$ cat src/rtl/dbg_rx_pkg.sv
package dbg_rx_pkg;

  localparam int LVL_W  = 2;
  localparam int SYND_W = 6;

  localparam logic [SYND_W-1:0] SYND_NONE     = 6'h00;
  localparam logic [SYND_W-1:0] SYND_DBG_TRAP = 6'h05;
  localparam logic [SYND_W-1:0] SYND_HYP_USER = 6'h00;

  typedef enum logic [1:0] {
    RSP_DATA  = 2'd0,
    RSP_TRAP  = 2'd1,
    RSP_HYP   = 2'd2,
    RSP_UNDEF = 2'd3
  } rsp_kind_e;

  typedef struct packed {
    logic l2_en;
    logic l3_have;
    logic l1_is32;
    logic l2_is32;
    logic l3_is32;
    logic l1_chan_trap;
    logic l1_chan_dis;
    logic l2_route_all;
    logic l2_dbg_exc_trap;
    logic l2_dbg_acc_trap;
    logic l3_dbg_acc_trap;
  } gate_cfg_t;

  typedef struct packed {
    rsp_kind_e         kind;
    logic [LVL_W-1:0]  lvl;
    logic [SYND_W-1:0] code;
  } gate_res_t;

endpackage

$ cat src/rtl/dbg_rx_store.sv
module dbg_rx_store #(
  parameter int DATA_W = 32
) (
  input  logic              clk,
  input  logic              rst_n,
  input  logic              wr_vld,
  input  logic [DATA_W-1:0] wr_data,
  input  logic              rd_clear,
  output logic [DATA_W-1:0] data_q,
  output logic              full_q
);

  logic full_d;

  // Host write has priority over a consuming read in the same cycle.
  always_comb begin
    full_d = full_q;
    if (wr_vld) begin
      full_d = 1'b1;
    end else if (rd_clear) begin
      full_d = 1'b0;
    end
  end

  always_ff @(posedge clk or negedge rst_n) begin
    if (!rst_n) begin
      full_q <= 1'b0;
    end else begin
      full_q <= full_d;
    end
  end

  // Word register: no reset, content unspecified until first write.
  always_ff @(posedge clk) begin
    if (wr_vld) begin
      data_q <= wr_data;
    end
  end

endmodule

$ cat src/rtl/dbg_rx_gate.sv
module dbg_rx_gate
  import dbg_rx_pkg::*;
(
  input  logic [LVL_W-1:0] cur_lvl,
  input  gate_cfg_t        cfg,
  output gate_res_t        res
);

  logic l2_a64;
  logic l2_a32;
  logic l3_a64;
  logic l2_dbg_any;
  logic l3_blocks;

  always_comb begin
    l2_a64     = cfg.l2_en && !cfg.l2_is32;
    l2_a32     = cfg.l2_en &&  cfg.l2_is32;
    l3_a64     = cfg.l3_have && !cfg.l3_is32;
    l2_dbg_any = cfg.l2_dbg_exc_trap || cfg.l2_dbg_acc_trap;
    l3_blocks  = l3_a64 && cfg.l3_dbg_acc_trap;
  end

  always_comb begin
    res.kind = RSP_DATA;
    res.lvl  = cur_lvl;
    res.code = SYND_NONE;
    unique case (cur_lvl)
      2'd0: begin
        if (!cfg.l1_is32 && cfg.l1_chan_trap) begin
          res.kind = RSP_TRAP;
          res.lvl  = (l2_a64 && cfg.l2_route_all) ? 2'd2 : 2'd1;
          res.code = SYND_DBG_TRAP;
        end else if (cfg.l1_is32 && cfg.l1_chan_dis) begin
          if (l2_a64 && cfg.l2_route_all) begin
            res.kind = RSP_TRAP;
            res.lvl  = 2'd2;
            res.code = SYND_DBG_TRAP;
          end else if (l2_a32 && cfg.l2_route_all) begin
            res.kind = RSP_HYP;
            res.lvl  = 2'd2;
            res.code = SYND_HYP_USER;
          end else begin
            res.kind = RSP_UNDEF;
            res.lvl  = 2'd1;
            res.code = SYND_NONE;
          end
        end else if (l2_a64 && (cfg.l2_route_all || l2_dbg_any)) begin
          res.kind = RSP_TRAP;
          res.lvl  = 2'd2;
          res.code = SYND_DBG_TRAP;
        end else if (l3_blocks) begin
          res.kind = RSP_TRAP;
          res.lvl  = 2'd3;
          res.code = SYND_DBG_TRAP;
        end
      end
      2'd1: begin
        if (l2_a64 && l2_dbg_any) begin
          res.kind = RSP_TRAP;
          res.lvl  = 2'd2;
          res.code = SYND_DBG_TRAP;
        end else if (l2_a32 && l2_dbg_any) begin
          res.kind = RSP_HYP;
          res.lvl  = 2'd2;
          res.code = SYND_DBG_TRAP;
        end else if (l3_blocks) begin
          res.kind = RSP_TRAP;
          res.lvl  = 2'd3;
          res.code = SYND_DBG_TRAP;
        end
      end
      2'd2: begin
        if (l3_blocks) begin
          res.kind = RSP_TRAP;
          res.lvl  = 2'd3;
          res.code = SYND_DBG_TRAP;
        end
      end
      default: begin
        res.kind = RSP_DATA;
      end
    endcase
  end

endmodule

$ cat src/rtl/dbg_rx_resp.sv
module dbg_rx_resp
  import dbg_rx_pkg::*;
#(
  parameter int DATA_W = 32
) (
  input  logic              clk,
  input  logic              rst_n,
  input  logic              req,
  input  gate_res_t         res_in,
  input  logic [DATA_W-1:0] word_in,
  output logic              vld_q,
  output gate_res_t         res_q,
  output logic [DATA_W-1:0] data_q
);

  logic [DATA_W-1:0] data_d;

  always_comb begin
    data_d = (res_in.kind == RSP_DATA) ? word_in : '0;
  end

  always_ff @(posedge clk or negedge rst_n) begin
    if (!rst_n) begin
      vld_q <= 1'b0;
    end else begin
      vld_q <= req;
    end
  end

  always_ff @(posedge clk or negedge rst_n) begin
    if (!rst_n) begin
      res_q.kind <= RSP_DATA;
      res_q.lvl  <= '0;
      res_q.code <= '0;
    end else if (req) begin
      res_q <= res_in;
    end
  end

  always_ff @(posedge clk) begin
    if (req) begin
      data_q <= data_d;
    end
  end

endmodule

$ cat src/rtl/dbg_rx_mailbox.sv
module dbg_rx_mailbox
  import dbg_rx_pkg::*;
#(
  parameter int DATA_W = 32
) (
  input  logic              clk,
  input  logic              rst_n,
  input  logic              host_wr_vld,
  input  logic [DATA_W-1:0] host_wr_data,
  input  logic              rd_req,
  input  logic [1:0]        cur_lvl,
  input  logic              l2_en,
  input  logic              l3_have,
  input  logic              l1_is32,
  input  logic              l2_is32,
  input  logic              l3_is32,
  input  logic              l1_chan_trap,
  input  logic              l1_chan_dis,
  input  logic              l2_route_all,
  input  logic              l2_dbg_exc_trap,
  input  logic              l2_dbg_acc_trap,
  input  logic              l3_dbg_acc_trap,
  output logic              full,
  output logic              rsp_vld,
  output logic [1:0]        rsp_kind,
  output logic [1:0]        rsp_lvl,
  output logic [5:0]        rsp_code,
  output logic [DATA_W-1:0] rsp_data
);

  gate_cfg_t         cfg;
  gate_res_t         gate_res;
  gate_res_t         rsp_res;
  logic [DATA_W-1:0] word_q;
  logic              rd_clear;

  always_comb begin
    cfg.l2_en           = l2_en;
    cfg.l3_have         = l3_have;
    cfg.l1_is32         = l1_is32;
    cfg.l2_is32         = l2_is32;
    cfg.l3_is32         = l3_is32;
    cfg.l1_chan_trap    = l1_chan_trap;
    cfg.l1_chan_dis     = l1_chan_dis;
    cfg.l2_route_all    = l2_route_all;
    cfg.l2_dbg_exc_trap = l2_dbg_exc_trap;
    cfg.l2_dbg_acc_trap = l2_dbg_acc_trap;
    cfg.l3_dbg_acc_trap = l3_dbg_acc_trap;
  end

  dbg_rx_gate u_gate (
    .cur_lvl (cur_lvl),
    .cfg     (cfg),
    .res     (gate_res)
  );

  assign rd_clear = rd_req && (gate_res.kind == RSP_DATA);

  dbg_rx_store #(.DATA_W(DATA_W)) u_store (
    .clk      (clk),
    .rst_n    (rst_n),
    .wr_vld   (host_wr_vld),
    .wr_data  (host_wr_data),
    .rd_clear (rd_clear),
    .data_q   (word_q),
    .full_q   (full)
  );

  dbg_rx_resp #(.DATA_W(DATA_W)) u_resp (
    .clk     (clk),
    .rst_n   (rst_n),
    .req     (rd_req),
    .res_in  (gate_res),
    .word_in (word_q),
    .vld_q   (rsp_vld),
    .res_q   (rsp_res),
    .data_q  (rsp_data)
  );

  assign rsp_kind = rsp_res.kind;
  assign rsp_lvl  = rsp_res.lvl;
  assign rsp_code = rsp_res.code;

endmodule

$ cat config.mk
export PLATFORM = sky130hd
export DESIGN_NAME = dbg_rx_mailbox
export DESIGN_NICKNAME = d
export VERILOG_FILES = /design/src/rtl/dbg_rx_pkg.sv /design/src/rtl/dbg_rx_store.sv /design/src/rtl/dbg_rx_gate.sv /design/src/rtl/dbg_rx_resp.sv /design/src/rtl/dbg_rx_mailbox.sv
export SDC_FILE = /design/constraint.sdc
export NUM_CORES = 1
export LEC_CHECK = 0
export BUFFER_PORTS_ARGS = -buffer_cell sky130_fd_sc_hd__buf_2
export CAP_MARGIN = 15
export CORE_ASPECT_RATIO = 0.5
export CORE_MARGIN = 2
export CORE_UTILIZATION = 41
export CTS_CLUSTER_DIAMETER = 30
export DETAILED_ROUTE_END_ITERATION = 16
export PLACE_DENSITY = 0.68
export SYNTH_ARGS = -nofsm -noshare
export SYNTH_HDL_FRONTEND = slang
export SYNTH_SLANG_ARGS = --single-unit
$ cat constraint.sdc
create_clock -name clk -period 1 [get_ports clk]
set_clock_uncertainty 0.15 [all_clocks]
set_input_delay 0.15 -clock clk [delete_from_list [all_inputs] [get_ports clk]]
set_output_delay 0.15 -clock clk [all_outputs]
set_load 0.02 [all_outputs]
==> key figures, run 1 <==
Status
  • Run status: finished, violations left
  • Violated checks: negative setup slack

Routing
  • Post-route ant nets: 0
  • Via total after detailed routing: 2,186
  • Detail-routed net length per standard cell: 16.3 microns
  • Post-detailed-route via-to-cell ratio: 4.73
  • Aggregate routed wire length: 7550 microns
  • Residual DRC count: 0
  • Pre-Repair DR Iteration Count: 4
  • Number of DRC violations after detailed-routing iteration 0: 146

Synthesis
  • Cell Area, Synth: 3070 sq um
  • Cell variety after synth: 35
  • Most frequently used flop master after synthesis: sky130_fd_sc_hd__edfxtp_1
  • Mean instance size in the synthesized netlist: 15.4 sq um
  • Cell count after synthesis: 199
  • Number of flip-flops and latches in the synthesized netlist: 71
  • Number of enable-type register cells in the synthesized netlist: 64
  • Synth area leaders: sky130_fd_sc_hd__edfxtp_1 (63%), sky130_fd_sc_hd__nor4_2 (12%), sky130_fd_sc_hd__dfrtp_1 (5.7%)
  • Most area-hungry cell type in the Yosys netlist: sky130_fd_sc_hd__edfxtp_1
  • Fraction of registers with async set/reset: 9.86%
  • Warnings, synthesis: 0
  • Share of Yosys cell area claimed by the top area cell type: 62.7%
  • Fraction of the yosys area taken by sequential cells: 68.4%

Hold path
  • Worst hold path depth: 2
  • Hold WC Path Type: input pin to flip-flop

Timing
  • Final-report max-slew violation count: 0
  • Timing-limited maximum frequency: 713 MHz
  • Fin crit share: 140%
  • Final Hold Vio Count: 0
  • Setup TNS after final layout: -18.28 ns
  • RSZ-0062 raised after global routing: yes
  • Minimum setup slack in the final design: -0.403 ns
  • Post-layout minimum cycle time: 1.40 ns
  • Setup Viol. Count Final: 76

Setup path
  • Crit path arrival time: 1.39 ns
  • Top Family by Delay on Critical Path: compound AO/OA/AOI/OAI gates
  • Critical path class: input pin to flip-flop
  • Critical path depth: 6
  • Delay of the slowest cell on the worst path: 0.36 ns
  • Critical path data required time: 0.99 ns
  • Number of buffer and inverter instances along the worst setup path: 2
  • Number of cells on the worst reg-to-reg path: 4
  • Master of the slowest instance on the critical path: sky130_fd_sc_hd__o221a_4
  • Endpoint class of the critical path: flip-flop
  • Critical Path Source Type: input pin
  • Worst-path cell chain: buf_6 -> nor3_4 -> o211ai_1 -> o221a_4 -> clkbuf_16 -> nor4_2
  • Peak fanout along the critical path: 6

Global routing
  • Wire length of the first global-routing pass: 11,400 microns
  • Global route overflow: 0
  • Maximum number of pins on one net before global-route repair: 23
  • Number of antenna violations at the first check in global routing: 0
  • Global router's overall resource usage: 18.3%
  • Number of global-route vias before repair: 2,228

Power
  • Combinational power share: 17.6%
  • Worst-case vdd ir drop: 0.000950 V
  • Total power density per cell area: 1700 nW/um^2
  • Sequential share of power: 42.6%
  • Clock share of power: 39.8%
  • Share of total power consumed by net switching: 23.6%
  • Switching pwr: 0.00201 W
  • Static power due to leakage: 2.11 nW
  • Internal cell power: 0.00650 W

Floorplanning
  • Core Rows: 22
  • Effective utilization at floorplan: 42.0%
  • Full die area: 8230 sq um
  • Io pins: 93
  • Chip height: 65.1 microns
  • X dimension of the die: 126 microns
  • Core Box Area: 7290 sq um

Finish
  • Most used cells in the layout excluding fill and tap cells: sky130_fd_sc_hd__edfxtp_1 (64), sky130_fd_sc_hd__buf_2 (53), sky130_fd_sc_hd__buf_6 (35), sky130_fd_sc_hd__inv_1 (34), sky130_fd_sc_hd__dlygate4sd3_1 (33)
  • Post-route insts no fill: 462
  • Fin util: 68.7%
  • Fraction of layout instances using a drive strength above 1: 53.0%
  • Post-synthesis to final-layout area growth: 63.6%
  • Nets: 410
  • Most common cell after layout, fill and taps aside: sky130_fd_sc_hd__edfxtp_1
  • Number of diodes added for antenna fixing: 0

Place
  • Buffers on Ports: 88
  • Setup slack after placement: -0.703 ns
  • DP Wirelength: 4480 microns
  • Weighted congestion reported at the end of routability-driven placement: 0.827
  • Placed insts: 401

Clock network
  • Number of H-tree branching levels: 3
  • Maximum clock path buffer count: 2
  • Clk pin slew, worst setup/hold paths: 0.06 ns
  • Number of buffers added by the clock tree synthesis step: 9
  • Clock latency of the later-clocked register in the worst-skew pair: 0.33 ns
  • CTS tree: yes
  • Number of sinks handled by clock tree synthesis: 71
  • Clock tree root driver cell: sky130_fd_sc_hd__clkbuf_16

Run
  • Max-capacitance violation count: 0
path summary, 6_finish.rpt:
| path | end | slack (ns) | start |
|---|---|---|---|
| setup / recovery | u_resp.data_q[0] | -0.40 | l2_route_all |
| hold reg to reg | u_resp.res_q[9] | 0.40 | u_resp.res_q[9] |
| hold / removal | u_resp.vld_q | 0.04 | rd_req |
| max in group asynchronous | u_resp.res_q[6] | 0.46 | rst_n |
| setup reg to reg | u_resp.res_q[0] | -0.05 | u_resp.res_q[0] |
| min in group asynchronous | u_store.full_q | 0.08 | rst_n |
routing by layer:
layer / vias up / wire length [microns] / part of all wire (%) / GRT usage (%)
met5: - / 0 / 0 / 0
met1: 1032 / 3070 / 41 / 21.1
met2: 76 / 3820 / 51 / 31.6
met4: 0 / 240 / 3.2 / 8.65
met3: 24 / 423 / 5.6 / 5.78
li1: 1054 / - / - / -
synthesized netlist by cell type (4+ instances only):
master,number
sky130_fd_sc_hd__edfxtp_1,64
sky130_fd_sc_hd__inv_1,34
sky130_fd_sc_hd__nor4_2,30
sky130_fd_sc_hd__nand2_1,5
sky130_fd_sc_hd__nor2_1,4
sky130_fd_sc_hd__buf_4,9
sky130_fd_sc_hd__dfrtp_1,7
sky130_fd_sc_hd__buf_6,7
registers in the layout (all words and copies together), names as in the netlist:
signal,cells
u_store.full_q,1
u_resp.res_q,5
u_resp.vld_q,1
u_store.data_q,32
u_resp.data_q,32
kinds of logic after synthesis:
kind of cell,Yosys count,synth area share [%]
compound gates,21,5.22
buf+inv,50,8.94
mux,2,0.694
flops,71,68.4
other cells,1,0.122
simple gates,54,16.6
through the flow:
| stage | cell area [sq um] | hold slack (ns) | power, W |
|---|---|---|---|
| floorplan | 3120 | -0.296 | 0.00428 |
| global placement | 3820 | -0.162 | 0.00468 |
| detailed placement | 3820 | -0.153 | 0.00473 |
| CTS | 4720 | 0.0316 | 0.00834 |
| global route | 5010 | 0.0384 | 0.00878 |
| finish | 5010 | 0.0357 | 0.00851 |
worst register-to-register path, delay by kind of cell (launching register included):
kind                   cells  cell delay, ns
flip-flops                 1            0.41
buffers and inverters      2            0.27
AO/OA/AOI/OAI              1            0.06
AND/OR/NAND/NOR            1            0.05
cell type report:
type	count	area, sq um
clock inverters	7	95.1
well taps	96	120
fillers	493	2280
flip-flops and latches	71	2100
multi-input cells	81	881
clock buffers	9	225
inverters	34	128
repair buffers	164	1470
power groups by stage:
stage / combinational (W) / clock, W / sequential [W]
2_1_floorplan: 0.000443 / 0 / 0.00384
3_3_place_gp: 0.00103 / 0 / 0.00366
3_5_place_dp: 0.00106 / 0 / 0.00366
4_1_cts: 0.00131 / 0.00342 / 0.00361
5_1_grt: 0.00159 / 0.00354 / 0.00365
6_report: 0.00150 / 0.00339 / 0.00363
timing repair:
action	in CTS	in global routing
pin swaps	5	11
hold buffers	33	0
endpoints found under the hold margin	39	0
endpoints found under the setup margin	77	78
buffers inserted	8	5
gates resized for setup	43	49
cloned	1	3
Power figures use the tool's default switching activity.
==> inputs of run 2 (changes only) <==
--- a/config.mk
+++ b/config.mk
@@ -12,7 +12,9 @@
 export CORE_UTILIZATION = 41
 export CTS_CLUSTER_DIAMETER = 30
 export DETAILED_ROUTE_END_ITERATION = 16
-export PLACE_DENSITY = 0.68
+export PLACE_DENSITY = 0.67
+export RECOVER_POWER = 100
 export SYNTH_ARGS = -nofsm -noshare
 export SYNTH_HDL_FRONTEND = slang
+export SYNTH_HIERARCHICAL = 1
 export SYNTH_SLANG_ARGS = --single-unit
==> run 2 against run 1 <==
Compared with the run above:
- the run still ends with negative setup slack left
- non-clock buffer count up 9
- die area up 4.0%
- synthesized cell count down 11%
- design area up 3.1%
- combinational power up 9%
- highest routed layer unchanged
==> key figures, run 2 <==
Timing
  • Final-report max-slew violation count: 0
  • Tightest slew margin relative to the limit: 66.5%
  • Setup TNS after final layout: -26.39 ns
  • Post-layout minimum cycle time: 1.54 ns
  • Setup Viol. Count Final: 99
  • Fin crit share: 154%
  • RSZ-0062 raised after global routing: yes
  • Worst Max-Slew Pin Slew: 0.503 ns
  • Minimum setup slack in the final design: -0.543 ns
  • Timing-limited maximum frequency: 648 MHz
  • Final Hold Vio Count: 0

Routing
  • Residual DRC count: 0
  • Detail-routed net length per standard cell: 16.6 microns
  • Post-detailed-route via-to-cell ratio: 4.78
  • Number of DRC violations after detailed-routing iteration 0: 152
  • Via total after detailed routing: 2,146
  • Pre-Repair DR Iteration Count: 4
  • Post-route ant nets: 0
  • Aggregate routed wire length: 7470 microns

Finish
  • Biggest regs: u_resp/data_q (32), u_store/data_q (32), u_resp/res_q (10)
  • Fraction of layout instances using a drive strength above 1: 60.6%
  • Number of diodes added for antenna fixing: 0
  • Most common cell after layout, fill and taps aside: sky130_fd_sc_hd__edfxtp_1
  • Post-synthesis to final-layout area growth: 61.8%
  • Nets: 397
  • Most used cells in the layout excluding fill and tap cells: sky130_fd_sc_hd__edfxtp_1 (64), sky130_fd_sc_hd__buf_6 (48), sky130_fd_sc_hd__buf_2 (44), sky130_fd_sc_hd__dlygate4sd3_1 (33), sky130_fd_sc_hd__nor3b_2 (31)
  • Post-route insts no fill: 449

Synthesis
  • Cell Area, Synth: 3200 sq um
  • Fraction of registers with async set/reset: 15.8%
  • Share of Yosys cell area claimed by the top area cell type: 60.1%
  • Warnings, synthesis: 6
  • Number of enable-type register cells in the synthesized netlist: 64
  • Cell variety after synth: 32
  • Fraction of the yosys area taken by sequential cells: 69.5%
  • Most frequently used flop master after synthesis: sky130_fd_sc_hd__edfxtp_1
  • Number of flip-flops and latches in the synthesized netlist: 76
  • Most frequently used cell type in the post-synthesis netlist: sky130_fd_sc_hd__edfxtp_1
  • Cell count after synthesis: 177
  • Mean instance size in the synthesized netlist: 18.1 sq um
  • Synth area leaders: sky130_fd_sc_hd__edfxtp_1 (60%), sky130_fd_sc_hd__nor3b_2 (12%), sky130_fd_sc_hd__dfrtp_1 (9.4%)
  • Most area-hungry cell type in the Yosys netlist: sky130_fd_sc_hd__edfxtp_1
  • Most frequent cells after synthesis: sky130_fd_sc_hd__edfxtp_1 (64), sky130_fd_sc_hd__nor3b_2 (31), sky130_fd_sc_hd__dfrtp_1 (12), sky130_fd_sc_hd__mux2_4 (10), sky130_fd_sc_hd__buf_6 (8)

Power
  • Worst-case vdd ir drop: 0.000774 V
  • Clock share of power: 34.0%
  • Internal cell power: 0.00640 W
  • Switching pwr: 0.00196 W
  • Share of total power consumed by net switching: 23.5%
  • Static power due to leakage: 2.15 nW
  • Total power density per cell area: 1620 nW/um^2
  • Sequential share of power: 46.3%
  • Combinational power share: 19.7%

Clock network
  • Number of H-tree branching levels: 3
  • Clock tree root driver cell: sky130_fd_sc_hd__clkbuf_16
  • Clk pin slew, worst setup/hold paths: 0.06 ns
  • Clock latency of the later-clocked register in the worst-skew pair: 0.32 ns
  • Number of sinks handled by clock tree synthesis: 76
  • Maximum clock path buffer count: 2
  • CTS tree: yes
  • Number of buffers added by the clock tree synthesis step: 9

Global routing
  • Maximum number of pins on one net before global-route repair: 23
  • Global router's overall resource usage: 18.9%
  • Number of global-route vias before repair: 2,333
  • Wire length of the first global-routing pass: 11,800 microns
  • Global route overflow: 0
  • Number of antenna violations at the first check in global routing: 0

Floorplanning
  • Full die area: 8560 sq um
  • X dimension of the die: 129 microns
  • Effective utilization at floorplan: 43.0%
  • Chip height: 66.4 microns
  • Core Box Area: 7430 sq um
  • Core Rows: 22
  • Io pins: 93

Place
  • DP Wirelength: 4310 microns
  • Buffers on Ports: 92
  • Weighted congestion reported at the end of routability-driven placement: 0.868
  • Placed insts: 379

Setup path
  • Delay of the slowest cell on the worst path: 0.27 ns
  • Endpoint class of the critical path: flip-flop
  • Master of the slowest instance on the critical path: sky130_fd_sc_hd__a311oi_4
  • Crit path arrival time: 1.47 ns
  • Critical path class: input pin to flip-flop
  • Critical Path Source Type: input pin
  • Critical path data required time: 0.93 ns
  • Peak fanout along the critical path: 8
  • Worst-path cell chain: buf_8 -> o21ai_4 -> mux2i_1 -> nor2_1 -> a311oi_4 -> buf_6 -> clkbuf_16 -> nor3b_2

Status
  • Run status: finished, violations left
  • Violated checks: negative setup slack

Run
  • Max-capacitance violation count: 0

Hold path
  • Hold WC Path Type: input pin to async pin
run 2: area by class of cell:
cell class	count	area (sq um)
inverters	3	16.3
multi-input cells	85	1000
fillers	502	2260
repair buffers	173	1540
well taps	96	120
flip-flops and latches	76	2220
clock buffers	13	250
clock inverters	3	15.0
run 2: per-stage QoR:
step	area, sq um	hold slack [ns]	util (%)	setup WS (ns)	total power [W]
2_1_floorplan	3270	-0.296	-	-0.700	0.00455
3_3_place_gp	3990	-0.121	53.6	-0.837	0.00499
3_5_place_dp	3990	-0.108	53.6	-0.871	0.00504
4_1_cts	5020	0.0385	67.5	-0.496	0.00831
5_1_grt	5170	0.104	69.6	-0.594	0.00871
6_report	5170	0.0959	69.6	-0.543	0.00837
run 2: path summary, 6_finish.rpt:
check / start / endpoint / slack [ns] / cells past startpoint
setup / recovery: l2_dbg_acc_trap / u_resp/data_q[15] / -0.54 / 8
hold / removal: rst_n / u_resp/res_q[9] / 0.1 / 2
setup reg to reg: u_resp/res_q[1] / u_resp/res_q[1] / -0.06 / 2
hold reg to reg: u_resp/res_q[9] / u_resp/res_q[9] / 0.41 / 1
max in group asynchronous: rst_n / u_resp/res_q[6] / 0.37 / 2
min in group clk: rd_req / u_resp/res_q[5] / 0.10 / 2
run 2: critical path: cells and delay by family:
kind / cells / cell delay, ns
AOI/OAI and AO/OA: 2 / 0.44
buffers and inverters: 3 / 0.48
muxes: 1 / 0.24
and+or+nand+nor: 2 / 0.15
run 2: power by group through the flow:
stage	Combinational, W	Sequential [W]	Clock, W
after floorplan	0.000463	0.00409	0
after global placement	0.00110	0.00388	0
after detailed placement	0.00114	0.00390	0
after CTS	0.00154	0.00385	0.00293
after global routing	0.00175	0.00390	0.00307
final	0.00164	0.00388	0.00285
run 2: what timing repair did:
| action | 4_1_cts | 5_1_grt |
|---|---|---|
| endpoints found under the hold margin | 44 | 0 |
| setup endpoints to repair | 83 | 86 |
| pin swaps | 7 | 19 |
| hold buffers | 33 | 0 |
| setup buffers | 20 | 5 |
| gates cloned | 2 | 1 |
| gates resized for setup | 69 | 52 |
run 2: kinds of logic after synthesis:
family	share of synthesized area (%)
AND/OR/NAND/NOR	15.4
other	0.117
multiplexers	5.32
AO/OA/AOI/OAI	4.74
buffers and inverters	4.89
flip-flops	69.5
run 2: layer usage:
| metal | global-route usage [%] | routed length (microns) | vias to the layer above |
|---|---|---|---|
| met5 | 0 | 0 | - |
| li1 | - | - | 1012 |
| met3 | 4.94 | 304 | 14 |
| met4 | 7.07 | 119 | 0 |
| met1 | 21.2 | 2960 | 1053 |
| met2 | 35.2 | 4090 | 67 |
